===== src/rtl/phyreg_bank.sv =====
module phyreg_bank #(
  parameter int ADDR_W   = 6,
  parameter int NCTRL    = 7,
  parameter int STAT_IDX = 8
) (
  input  logic                  clk,
  input  logic                  rst,
  input  logic [ADDR_W-1:0]     addr,
  input  logic                  wr_en,
  input  logic [31:0]           wdata,
  input  logic                  rd_en,
  output logic [31:0]           rdata,
  input  logic                  cal_done_i,
  input  logic                  dll_lock_i,
  output logic                  pwr_up,
  output logic                  dll_en,
  output logic [2:0]            drv_sel,
  output logic [1:0]            dll_freq,
  output logic                  otap_en,
  output logic [3:0]            otap_val,
  output logic [NCTRL*16-1:0]   ctrl_raw
);
  localparam int HW     = 16;
  localparam int WIDX_W = ADDR_W - 2;
  localparam int PWR_W  = NCTRL - 1;
  localparam int CAL_B  = 6;
  localparam int LCK_B  = 5;

  logic [HW-1:0]     creg [NCTRL];
  logic [WIDX_W-1:0] widx;
  logic              aligned;
  logic [HW-1:0]     wmask, wval;
  logic [1:0]        sync1, sync2;
  logic [31:0]       rd_word;

  assign widx    = addr[ADDR_W-1:2];
  assign aligned = (addr[1:0] == 2'b00);
  assign wmask   = wdata[31:HW];
  assign wval    = wdata[HW-1:0];

  for (genvar i = 0; i < NCTRL; i++) begin : g_word
    always_ff @(posedge clk) begin
      if (rst)
        creg[i] <= '0;
      else if (wr_en && aligned && widx == WIDX_W'(i))
        creg[i] <= (creg[i] & ~wmask) | (wval & wmask);
    end
    assign ctrl_raw[i*HW +: HW] = creg[i];
  end

  always_ff @(posedge clk) begin
    if (rst) begin
      sync1 <= '0;
      sync2 <= '0;
    end else begin
      sync1 <= {cal_done_i, dll_lock_i};
      sync2 <= sync1;
    end
  end

  always_comb begin
    rd_word = '0;
    if (aligned) begin
      for (int i = 0; i < NCTRL; i++)
        if (widx == WIDX_W'(i)) rd_word[HW-1:0] = creg[i];
      if (widx == WIDX_W'(STAT_IDX)) begin
        rd_word[CAL_B] = sync2[1];
        rd_word[LCK_B] = sync2[0];
      end
    end
  end

  always_ff @(posedge clk) begin
    if (rst)
      rdata <= '0;
    else if (rd_en)
      rdata <= rd_word;
  end

  assign pwr_up   = creg[PWR_W][0];
  assign dll_en   = creg[PWR_W][1];
  assign drv_sel  = creg[PWR_W][6:4];
  assign dll_freq = creg[0][13:12];
  assign otap_en  = creg[0][11];
  assign otap_val = creg[0][10:7];
endmodule


===== config.mk =====
export PLATFORM = sky130hd
export DESIGN_NAME = phyreg_bank
export DESIGN_NICKNAME = d
export VERILOG_FILES = /design/src/rtl/phyreg_bank.sv
export SDC_FILE = /design/constraint.sdc
export NUM_CORES = 1
export LEC_CHECK = 0
export ABC_CLOCK_PERIOD_IN_PS = 6700
export BUFFER_PORTS_ARGS = -buffer_cell sky130_fd_sc_hd__buf_2
export CORE_ASPECT_RATIO = 2
export CORE_UTILIZATION = 33
export DETAILED_ROUTE_END_ITERATION = 8
export SLEW_MARGIN = 20
export SYNTH_ARGS = -nofsm -noshare
export SYNTH_HDL_FRONTEND = slang
export SYNTH_SLANG_ARGS = --single-unit

===== constraint.sdc =====
create_clock -name clk -period 6.7 [get_ports clk]
set_input_delay 0.67 -clock clk [delete_from_list [all_inputs] [get_ports clk]]
set_output_delay 0.67 -clock clk [all_outputs]
set_load 0.005 [all_outputs]

=== Yosys cells after proc, flatten, opt, wreduce, memory -nomap -nowiden ===
Memories as Yosys holds them, arrays and structs flattened.
Cells that the tools add are included.

* Memories: 1
* Output and inout bits: 156
* Register bits after elaboration: 20
* RAM bits: 112
* Logic and storage cells: 83
* Input port bits: 44

{| class="wikitable"
|+ Memory list
! name !! words !! bits a word !! rd ports !! clocked after memory_dff !! wr ports !! RTL line !! RTL
|-
| creg || 7 || 16 || 7 || 0 || 7 || 29 || <nowiki>logic [HW-1:0] creg [NCTRL];</nowiki>
|}

* Bitwise operators: 23
* Eq/ne operators: 7
* Muxes and demuxes: 39
* Reductions and logical operators: 10

{| class="wikitable"
|+ Operators with widths
! cell !! number
|-
| 2-to-1 mux 16 bit || 15
|-
| bitwise AND 16 bit || 8
|-
| bitwise OR 16 bit || 7
|-
| 2-to-1 mux 1 bit || 23
|-
| inverter 16 bit || 1
|-
| == test 4 x 3 -> 1 bit (second input constant) || 3
|-
| == test 4 x 2 -> 1 bit (second input constant) || 2
|-
| logical AND 1 bit || 8
|-
| bitwise OR 1 bit || 7
|-
| == test 4 x 1 -> 1 bit (second input constant) || 1
|-
| == test 4 bit (second input constant) || 1
|-
| logical NOT 4 bit || 1
|-
| logical NOT 2 bit || 1
|-
| 2-to-1 mux 2 bit || 1
|}

=== Longest topological paths before layout ===
* Depth in word-level cells: 10
* Depth in mapped cells: 7
* Mapped depth without buffers: 4

=== Least setup slack after synthesis ===
No wires, ideal clock.

* Path type: input -> register
* Start point: input addr[2]
* End point: memory creg[0][0] (enable)
* Data arrival time: 2.229 ns
* Path buffers: 3
* Required time: 6.308 ns
* Cell stages on the path: 5
* Library setup time: 0.392 ns
* Path slack: 4.079 ns
* Cell sequence: buf_4 -> or2_2 -> clkbuf_1 -> clkbuf_1 -> o21bai_1

{| class="wikitable"
|+ RTL lines
! item !! RTL line !! RTL
|-
| from (decl) || 8 || <nowiki>input logic [ADDR_W-1:0] addr,</nowiki>
|-
| to (decl) || 29 ||
|}

==> flow_summary.yaml <==
route:
  dr.pass1.iters: 5
  wire_per_inst_um: 21.8
  drt_iter0_markers: 457
  ant_nets: 0
  viasPerCell: 5.33
  drc_errors: 0
  wl_um: 23400
  vias: 5728
setup_path:
  start_kind: "input port"
  path_class: "input port to flop"
  cpPeakStageDelay_ps: 920
  crit_slowest_cell: "nand3_1"
  crit_chain: "buf_2 -> buf_4 -> nor2b_1 -> nand3_1 -> a21oi_1"
  ff2ff_path_depth: 3
  arrival_ps: 3050
  end_kind: "flop"
  required_ps: 6930
  cp_max_fo: 36
synthesis:
  yosysWarnings: 0
  ys_seq_area_frac: 0.548
  synth_seq_cells: 132
  ys_types: 38
  syn_area_um2: 6870
  netlist_instances: 635
  avgSynthCellArea_um2: 10.8
place:
  place.gp.congestion: 0.820
  dp_slack_ps: 3510
  io_buffers: 183
  post-dp-hpwl_um: 16500
  dp_cells: 1042
clock_network:
  root_buffer: "clkbuf_16"
  cts-htree-levels: 4
  post-cts-setup-buffers: 0
  hold_buffers: 0
  cts_made_buffers: 17
  cts_tree: "done"
  clk_latency_ps: 420
  cts-resized-gates: 0
  numClockSinks: 132
  clk_pin_slew_ps: 60
  cts_buffer_depth: 2
global_routing:
  grt_usage: 0.221
  grt_overflow: 0
  grt_pass1_vias: 5592
  grt_pass1_wl_um: 34600
  grt_start_max_net_pins: 40
  antenna_found_initial: 0
cells_and_area:
  fin_nets: 839
  antenna_cells: 0
  drive_above_1_share: 0.297
  instances_no_fill: 1074
  syn_to_final_growth_pct: 24.0
pwr:
  ir_drop_mv: 0.152
  p_leak_nw: 3.32
  power_density_nw_per_um2: 251
sta:
  post-route-period-util: 0.421
  setup_tns_ps: 0
  fmax_mhz: 355
  timing.slew.headroom: 0.262
  hold_violations: 0
  finalMaxSlewViolations: 0
  worst-slew-pin-transition_ps: 1110
  period_minus_slack_ps: 2820
  rsz0062_at_grt: "no"
  whs_ps: 452
  worst_slack_ps: 3880
  setup_viol: 0
  finalClockSkew_ps: 6.72
floorplanning:
  ioPinCount: 200
  rows: 74
  core_area_um2: 20400
  die_area_um2: 21400
  start_util: 0.337
  fp.dieW_um: 104
  die_h_um: 206
flow_run:
  cap_viol_max_count: 0
worst_hold_path:
  min-delay-path-class: "flop to flop"
  min_path_cells: 1
outcome:
  status: "completed"
[power breakdown]
part	internal (W)	total, W	switching [W]	leakage [nW]
combinational	0.0000737	0.000188	0.000114	1.70
clock	0.000652	0.00100	0.000351	0.299
sequential	0.000918	0.000945	0.0000273	1.32
total	0.00164	0.00214	0.000493	3.32
[path summary, 6_finish.rpt]
kind	to	startpoint	slack [ps]
min reg2reg	sync2[0]	sync1[0]	450
max reg2reg	rdata[6]	creg[3][6]	5150
min	sync2[0]	sync1[0]	450
max	creg[4][11]	addr[4]	3880
[metal layers]
| metal | routed length (um) | track usage | up-vias |
|---|---|---|---|
| met5 | 0 | 0 | - |
| li1 | - | - | 2595 |
| met4 | 979 | 0.113 | 0 |
| met2 | 12700 | 0.406 | 262 |
| met3 | 1390 | 0.0413 | 45 |
| met1 | 8380 | 0.240 | 2826 |
[sequential cells by signal (all words and copies together), names as in the netlist]
name / flops
creg: 112
rdata: 16
sync1: 2
sync2: 2
[cell usage in the layout, fill, tap and decap left out, types with 2 or more instances in the layout]
cell type / synthesis / routed
o21bai_2: 0 / 3
or2_2: 2 / 2
a22o_1: 8 / 8
bufinv_16: 0 / 4
o21ai_0: 26 / 26
o2bb2ai_1: 8 / 8
a21oi_1: 125 / 125
clkbuf_1: 15 / 3
clkbuf_8: 0 / 3
a31oi_1: 3 / 3
a211o_1: 6 / 6
dfxtp_1: 20 / 20
or3b_2: 2 / 2
o21bai_1: 10 / 6
edfxtp_1: 112 / 112
clkbuf_16: 0 / 17
nor2b_1: 23 / 23
buf_4: 29 / 5
nand3_1: 4 / 3
o22ai_1: 2 / 2
clkinvlp_4: 0 / 3
conb_1: 1 / 16
nand2_1: 28 / 28
inv_1: 6 / 6
mux2i_1: 7 / 7
o221ai_1: 7 / 7
nor3b_1: 4 / 3
a31o_2: 2 / 2
nand3b_1: 7 / 7
buf_2: 15 / 183
mux4_2: 10 / 10
nand2b_1: 116 / 116
clkinv_2: 0 / 2
nor2_1: 25 / 25
[logic make-up (layout without fill, tap and decap cells)]
group / after synthesis / count (layout) / synth area share
other: 1 / 16 / 0.000546
and+or+nand+nor: 215 / 215 / 0.182
AOI/OAI and AO/OA: 202 / 202 / 0.171
buffers and inverters: 68 / 226 / 0.0557
DFF: 132 / 132 / 0.548
muxes: 17 / 17 / 0.0430
[worst max-delay path, delay by kind of cell]
kind / cells / cell delay (ps)
AO/OA/AOI/OAI: 1 / 400
AND/OR/NAND/NOR: 2 / 1480
buffers and inverters: 2 / 450
[cell type report]
class	instances	area (um2)
Tap cell	266	333
Clock buffer	23	478
Timing Repair Buffer	188	953
Sequential cell	132	3760
Inverter	6	22.5
Fill cell	2041	11900
Clock inverter	9	153
Multi-Input combinational cell	450	2810
[through the flow]
| stage | cell area [um2] | total power, W | util |
|---|---|---|---|
| final | 8510 | 0.00214 | 0.418 |
| after global routing | 8510 | 0.00219 | 0.418 |
| after CTS | 8500 | 0.00214 | 0.418 |
| after detailed placement | 7870 | 0.00115 | 0.387 |
| after global placement | 7870 | 0.00115 | 0.386 |
| after floorplan | 6930 | 0.00106 | - |
[cells in the mapped netlist, drive strengths merged]
cell | n | area [um2]
o31ai | 1 | 7.51
or3 | 1 | 6.26
o22ai | 2 | 12.5
buf | 47 | 304
a211oi | 1 | 7.51
o221ai | 7 | 61.3
mux4 | 10 | 225
nor4 | 1 | 21.3
mux2i | 7 | 70.1
nor2 | 25 | 93.8
a31o | 2 | 17.5
nor3b | 4 | 30.0
a22oi | 1 | 7.51
nand4bb | 1 | 11.3
a211o | 6 | 52.6
a41o | 1 | 10.0
nand3b | 7 | 52.6
or2 | 2 | 12.5
clkbuf | 15 | 56.3
conb | 1 | 3.75
or3b | 3 | 26.3
nand3 | 4 | 20.0
nor2b | 23 | 144
a21oi | 125 | 626
o21ai | 26 | 130
nand2 | 28 | 105
nand2b | 116 | 726
a22o | 8 | 70.1
o2bb2ai | 8 | 70.1
dfxtp | 20 | 400
a31oi | 3 | 18.8
edfxtp | 112 | 3360
inv | 6 | 22.5
o21bai | 10 | 75.1
a2111oi | 1 | 8.76
(Power assumes the default switching activity.)
